## config.mk

```make
export PLATFORM = sky130hd
export DESIGN_NAME = clkgear_ctrl
export DESIGN_NICKNAME = d
export VERILOG_FILES = /design/src/rtl/clkgear_pkg.sv /design/src/rtl/clkgear_lock.sv /design/src/rtl/clkgear_regs.sv /design/src/rtl/clkgear_div.sv /design/src/rtl/clkgear_ctrl.sv
export SDC_FILE = /design/constraint.sdc
export NUM_CORES = 1
export LEC_CHECK = 0
export BUFFER_PORTS_ARGS = -buffer_cell sky130_fd_sc_hd__buf_2
export CAP_MARGIN = 20
export CORE_MARGIN = 8
export CORE_UTILIZATION = 55
export DETAILED_ROUTE_END_ITERATION = 12
export PLACE_DENSITY = 0.79
export SLEW_MARGIN = 10
export SYNTH_ARGS = -nofsm -noshare
export SYNTH_HDL_FRONTEND = slang
export SYNTH_SLANG_ARGS = --single-unit
export TNS_END_PERCENT = 10
```

## constraint.sdc

```tcl
create_clock -name clk -period 6.6 [get_ports clk]
set_input_delay 0.33 -clock clk [delete_from_list [all_inputs] [get_ports clk]]
set_output_delay 0.33 -clock clk [all_outputs]
set_load 0.1 [all_outputs]
```

## src/rtl/clkgear_pkg.sv

```systemverilog
// Package: shared register addresses, bit positions and the source type.
// Assumes a 2-bit address space and fixed gear ratios of 1, 2, 4 and 8.
package clkgear_pkg;
    localparam int ADDR_CTRL = 0;
    localparam int ADDR_GEAR = 1;
    localparam int BIT_EN    = 0;
    localparam int BIT_MULT  = 1;
    localparam int BIT_SRC   = 4;
    localparam int BIT_LOCK  = 7;
    localparam int MAX_SHIFT = 3;

    typedef enum logic {
        SRC_OSC = 1'b0,
        SRC_PLL = 1'b1
    } clk_src_e;
endpackage

```

## src/rtl/clkgear_lock.sv

```systemverilog
// Lock timer: counts oscillator strobes while the multiplier is enabled
// and raises the lock flag after 2^LOCK_BITS of them.
// Assumes: the enable comes from a register; clearing it restarts the count.
module clkgear_lock #(
    parameter int LOCK_BITS = 12
) (
    input  logic clk,
    input  logic rst_n,
    input  logic en,
    input  logic osc_tick,
    output logic locked
);
    localparam logic [LOCK_BITS-1:0] CNT_MAX = '1;

    logic [LOCK_BITS-1:0] cnt;

    // Count oscillator strobes until the final count sets the flag.
    always_ff @(posedge clk) begin
        if (!rst_n || !en) begin
            cnt    <= '0;
            locked <= 1'b0;
        end else if (osc_tick && !locked) begin
            cnt <= cnt + 1'b1;
            if (cnt == CNT_MAX) begin
                locked <= 1'b1;
            end
        end
    end

    a_r5_lock_on_strobe: assert property (@(posedge clk) disable iff (!rst_n)
        $rose(locked) |-> ($past(osc_tick) && $past(en)));

    a_r8_disable_clears: assert property (@(posedge clk) disable iff (!rst_n)
        !en |=> !locked);
endmodule

```

## src/rtl/clkgear_regs.sv

```systemverilog
// Register file: holds the enable, ratio, source request and gear code,
// and returns read data combinationally.
// Assumes: single-cycle writes; a source request needs the lock flag.
module clkgear_regs
    import clkgear_pkg::*;
#(
    parameter int DATA_W = 8,
    parameter int ADDR_W = 2,
    parameter int GEAR_W = 3
) (
    input  logic              clk,
    input  logic              rst_n,
    input  logic              we,
    input  logic [ADDR_W-1:0] addr,
    input  logic [DATA_W-1:0] wdata,
    input  logic              lock_i,
    output logic [DATA_W-1:0] rdata,
    output logic              pll_en_q,
    output logic              mult_q,
    output logic              src_req_q,
    output logic [GEAR_W-1:0] gear_q
);
    logic wr_ctrl;
    logic wr_gear;

    assign wr_ctrl = we && (addr == ADDR_W'(ADDR_CTRL));
    assign wr_gear = we && (addr == ADDR_W'(ADDR_GEAR));

    // Store register fields; a source request without lock is dropped.
    always_ff @(posedge clk) begin
        if (!rst_n) begin
            pll_en_q  <= 1'b0;
            mult_q    <= 1'b0;
            src_req_q <= 1'b0;
            gear_q    <= '0;
        end else if (wr_ctrl) begin
            pll_en_q  <= wdata[BIT_EN];
            mult_q    <= wdata[BIT_MULT];
            src_req_q <= wdata[BIT_SRC] && wdata[BIT_EN] && lock_i;
        end else if (wr_gear) begin
            gear_q <= wdata[GEAR_W-1:0];
        end
    end

    // Assemble read data; unused bits and addresses read zero.
    always_comb begin
        rdata = '0;
        if (addr == ADDR_W'(ADDR_CTRL)) begin
            rdata[BIT_EN]   = pll_en_q;
            rdata[BIT_MULT] = mult_q;
            rdata[BIT_SRC]  = src_req_q;
            rdata[BIT_LOCK] = lock_i;
        end else if (addr == ADDR_W'(ADDR_GEAR)) begin
            rdata[GEAR_W-1:0] = gear_q;
        end
    end

    a_r7_src_needs_lock: assert property (@(posedge clk) disable iff (!rst_n)
        src_req_q |-> lock_i);

    a_r2_reset_idle: assert property (@(posedge clk)
        !rst_n |=> (!pll_en_q && !mult_q && !src_req_q && gear_q == '0));
endmodule

```

## src/rtl/clkgear_div.sv

```systemverilog
// Gear divider: issues one core strobe per N active-source strobes and
// takes new gear and source settings only on a core strobe.
// Assumes: the source strobes are one cycle wide; a stopped multiplier
// forces an immediate return to the oscillator.
module clkgear_div
    import clkgear_pkg::*;
#(
    parameter int GEAR_W = 3
) (
    input  logic              clk,
    input  logic              rst_n,
    input  logic              osc_tick,
    input  logic              pll_tick,
    input  logic              pll_on,
    input  logic              src_req,
    input  logic [GEAR_W-1:0] gear_req,
    output logic              core_tick
);
    localparam int CNT_W = MAX_SHIFT;

    clk_src_e          src_act;
    logic [GEAR_W-1:0] gear_act;
    logic [CNT_W-1:0]  cnt;
    logic [CNT_W-1:0]  last_c;
    logic              sel_tick;

    assign sel_tick = (src_act == SRC_PLL) ? pll_tick : osc_tick;

    // Translate the active gear code into the final count value.
    always_comb begin
        if (gear_act >= GEAR_W'(MAX_SHIFT)) begin
            last_c = '1;
        end else begin
            last_c = CNT_W'((1 << gear_act) - 1);
        end
    end

    // Count source strobes; on wrap emit a strobe and load new settings.
    always_ff @(posedge clk) begin
        if (!rst_n) begin
            cnt       <= '0;
            gear_act  <= '0;
            src_act   <= SRC_OSC;
            core_tick <= 1'b0;
        end else if (src_act == SRC_PLL && !pll_on) begin
            cnt       <= '0;
            src_act   <= SRC_OSC;
            core_tick <= 1'b0;
        end else if (sel_tick) begin
            if (cnt == last_c) begin
                cnt       <= '0;
                core_tick <= 1'b1;
                gear_act  <= gear_req;
                src_act   <= (src_req && pll_on) ? SRC_PLL : SRC_OSC;
            end else begin
                cnt       <= cnt + 1'b1;
                core_tick <= 1'b0;
            end
        end else begin
            core_tick <= 1'b0;
        end
    end

    a_r9_gear_on_boundary: assert property (@(posedge clk) disable iff (!rst_n)
        !$stable(gear_act) |-> core_tick);

    a_r8_force_osc: assert property (@(posedge clk) disable iff (!rst_n)
        !pll_on |=> (src_act == SRC_OSC));

    a_r1_tick_from_source: assert property (@(posedge clk) disable iff (!rst_n)
        core_tick |-> ($past(src_act) == SRC_PLL ? $past(pll_tick) : $past(osc_tick)));
endmodule

```

## src/rtl/clkgear_ctrl.sv

```systemverilog
// Top level: clock gear and multiplier source controller.
// Assumes both timing sources arrive as strobes in the clk domain.
module clkgear_ctrl #(
    parameter int DATA_W    = 8,
    parameter int ADDR_W    = 2,
    parameter int GEAR_W    = 3,
    parameter int LOCK_BITS = 12
) (
    input  logic              clk,
    input  logic              rst_n,
    input  logic              osc_tick,
    input  logic              pll_tick,
    input  logic              reg_we,
    input  logic [ADDR_W-1:0] reg_addr,
    input  logic [DATA_W-1:0] reg_wdata,
    output logic [DATA_W-1:0] reg_rdata,
    output logic              pll_run,
    output logic              pll_x8,
    output logic              core_tick
);
    logic              locked;
    logic              src_req;
    logic [GEAR_W-1:0] gear_req;

    clkgear_regs #(.DATA_W(DATA_W), .ADDR_W(ADDR_W), .GEAR_W(GEAR_W)) u_regs (
        .clk(clk), .rst_n(rst_n), .we(reg_we), .addr(reg_addr),
        .wdata(reg_wdata), .lock_i(locked), .rdata(reg_rdata),
        .pll_en_q(pll_run), .mult_q(pll_x8), .src_req_q(src_req),
        .gear_q(gear_req)
    );

    clkgear_lock #(.LOCK_BITS(LOCK_BITS)) u_lock (
        .clk(clk), .rst_n(rst_n), .en(pll_run), .osc_tick(osc_tick),
        .locked(locked)
    );

    clkgear_div #(.GEAR_W(GEAR_W)) u_div (
        .clk(clk), .rst_n(rst_n), .osc_tick(osc_tick), .pll_tick(pll_tick),
        .pll_on(pll_run), .src_req(src_req), .gear_req(gear_req),
        .core_tick(core_tick)
    );
endmodule

```

==> metrics.cfg <==
[routing]
drtAntennaViolNets=0
wirelength_um=2460
vias=1079
drc=0
via_per_inst=5.34
drt_pass1_iterations=4
initialDrtViolationCount=29
wire_per_inst_um=12.2

[pwr]
power.total_w=0.000287
ir_worst_vdd_mv=0.155
p_leak_nw=0.607
p_per_area_nw_per_um2=197

[setup_path]
path_max_fanout=9
worstSetupPathType=register to register
worst_setup_path_end_kind=register
critPathRequiredTime_ns=6.82
cp_num_buf_inv=0
arrival_ns=2.64
path_delay_family=simple AND/OR/NAND/NOR gates
cp_slowest_cell=dfxtp_1
cp-start-kind=register
max_stage_delay_ns=0.48
cp_cell_sequence=or3b_2 > ha_1 > mux2_2 > o211ai_1 > o221ai_1 > and3_1 > and2_1
reg2reg_from=u_div.gear_act[0]
startpoint=u_div.gear_act[0]

[synth]
syn_avg_cell_area_um2=8.66
seq_area_frac_synth_pct=39.7
yosysUniqueCellTypes=40
synth-main-ff-cell=dfxtp_1
synth_top_area_cell=dfxtp_1
synth_commonest_cells=27 x dfxtp_1, 21 x nand2_1, 19 x nor2_1
async_flop_share_pct=0
synthCells=157
synth_edf_count=0
synth_top_area_share_pct=39.7
yosys_warnings=0
synth_most_common_cell=dfxtp_1
synth_area_leaders=dfxtp_1 40%, mux2i_1 6.6%, nand2_1 5.8%
syn_area_um2=1360
ys_ff_latch=27

[worst_hold_path]
hold_start=reg_wdata[2]
worst_hold_path_type=primary input to register

[timing]
min_period_ns=2.42
max_freq_mhz=413
fin_worst_skew_ns=0.00792
setup_tns_ns=0
slew_headroom_pct=66.3
period_share_pct=36.7
finalSetupViolCount=0
rsz0062_at_grt=false
fin_ws_ns=4.18
worst_pin_slew_ns=0.501
final_hold_viol_count=0
finalMaxSlewViolations=0

[die]
core_um2=2410
num_io_pins=26
start_util_pct=56.4
die_h_um=65.7
row_count=18
design.die.area_um2=4320
die_x_um=65.7

[cts]
cts_resized=0
path_clk_slew_ns=0.12
cts_buffers=3
clock_latency_ns=0.32
htreeDepth=1
clock-sinks=27
cts_hold_buf=0
root_buffer=clkbuf_4
postCtsSetupBuffers=0
clk_path_buf_depth=2
cts_tree=done

[placed_design]
dp_hpwl_um=1930
dpl_worst_slack_ns=4.22
gp_congestion=0.826
portBuffers=18

[grt]
top_usage_layer=met2
grtUsageMet3_pct=2.55
grt_pass1_vias=1029
antenna_found_initial=0
grt_use_total_pct=12.4
grt_max_degree=17
use_met2_pct=21.8
grtUsageMet1_pct=13.4
grt_pass1_wl_um=4260
overflow=0

[finish]
fin_nets=191
drive_above_1_share_pct=15.1
diodes=0
area_growth_pct=7.27
nFillCells=208

[flow_run]
max_cap_viol_count=0

[status]
outcome=finished clean

[registers in the layout, summed over array words and instances (netlist names)]
signal            cells
u_div.cnt             3
u_div.core_tick       1
u_div.gear_act        3
u_div.src_act         1
u_lock.cnt           12
u_lock.locked         1
u_regs.gear_q         3
u_regs.mult_q         1
u_regs.pll_en_q       1
u_regs.src_req_q      1
[path summary, 6_finish.rpt]
path / to / slack [ns] / cells past startpoint
worst max register to register: u_div.core_tick / 4.18 / 7
worst max-delay path: u_div.core_tick / 4.18 / 7
worst min register to register: u_lock.cnt[11] / 0.49 / 2
worst min-delay path: u_regs.gear_q[2] / 0.27 / 3
[per-layer routing]
layer	wire, µm	part of all wire [%]
met4	41	1.7
met1	1100	45
met5	0	0
met2	1290	52
met3	38	1.5
[area by class of cell]
type / count / area (µm²) / share of cell area (%)
multi-input combinational: 122 / 761 / 52.1
inverter: 1 / 3.75 / 0.257
timing repair buffer: 18 / 90.1 / 6.17
tap: 30 / 37.5 / 2.57
sequential: 27 / 541 / 37.0
clock buffer: 4 / 26.3 / 1.80
[stage by stage]
stage	util, %	hold slack [ns]	cells	area [µm²]
after floorplan	-	0.440	159	1370
after global placement	59.4	0.447	198	1430
after detailed placement	59.4	0.470	198	1430
after CTS	60.5	0.251	202	1460
after global routing	60.5	0.264	202	1460
final	60.5	0.265	202	1460
[power breakdown]
group / switching, W / internal (W)
clock: 0.0000441 / 0.0000236
sequential: 0.00000348 / 0.000166
combinational: 0.0000348 / 0.0000148
total: 0.0000824 / 0.000204
[logic make-up (layout without fill, tap and decap cells)]
family | after synthesis | in the layout | synth area share [%]
compound gates | 13 | 13 | 6.90
buf+inv | 10 | 23 | 4.88
other cells | 1 | 3 | 0.276
xor+xnor | 11 | 11 | 7.08
mux | 10 | 10 | 7.45
fa+ha+maj | 3 | 3 | 2.76
flops | 27 | 27 | 39.7
simple gates | 82 | 82 | 30.9
[worst min-delay path, stage by stage]
cell,delay (ns)
buf_2,0.07
mux2i_1,0.05
nor2b_1,0.09
[layout by cell type, fill, tap and decap left out]
| cell | Yosys | final |
|---|---|---|
| a21boi_0 | 2 | 2 |
| a21oi_1 | 1 | 1 |
| a22o_1 | 1 | 1 |
| a311oi_1 | 1 | 1 |
| a31oi_1 | 1 | 1 |
| a32o_1 | 1 | 1 |
| and2_1 | 5 | 5 |
| and3_1 | 5 | 5 |
| and3b_1 | 1 | 1 |
| and4_1 | 2 | 2 |
| and4b_1 | 1 | 1 |
| buf_2 | 2 | 18 |
| clkbuf_1 | 2 | 1 |
| clkbuf_4 | 0 | 3 |
| conb_1 | 1 | 3 |
| dfxtp_1 | 27 | 27 |
| ha_1 | 3 | 3 |
| inv_1 | 1 | 1 |
| mux2_2 | 1 | 1 |
| mux2i_1 | 9 | 9 |
| nand2_1 | 21 | 21 |
| nand2b_1 | 1 | 1 |
| nand3_1 | 10 | 10 |
| nand3b_1 | 2 | 2 |
| nand4_1 | 3 | 3 |
| nor2_1 | 19 | 19 |
| nor2b_1 | 4 | 4 |
| nor3_1 | 2 | 2 |
| nor4_1 | 1 | 1 |
| nor4_2 | 1 | 1 |
| o211ai_1 | 1 | 1 |
| o21ai_0 | 3 | 3 |
| o221ai_1 | 1 | 1 |
| o32ai_1 | 1 | 1 |
| or2_2 | 2 | 2 |
| or3_1 | 1 | 1 |
| or3b_2 | 1 | 1 |
| xnor2_1 | 3 | 3 |
| xor2_1 | 8 | 8 |
No activity file was read; power rests on OpenSTA's default activity.
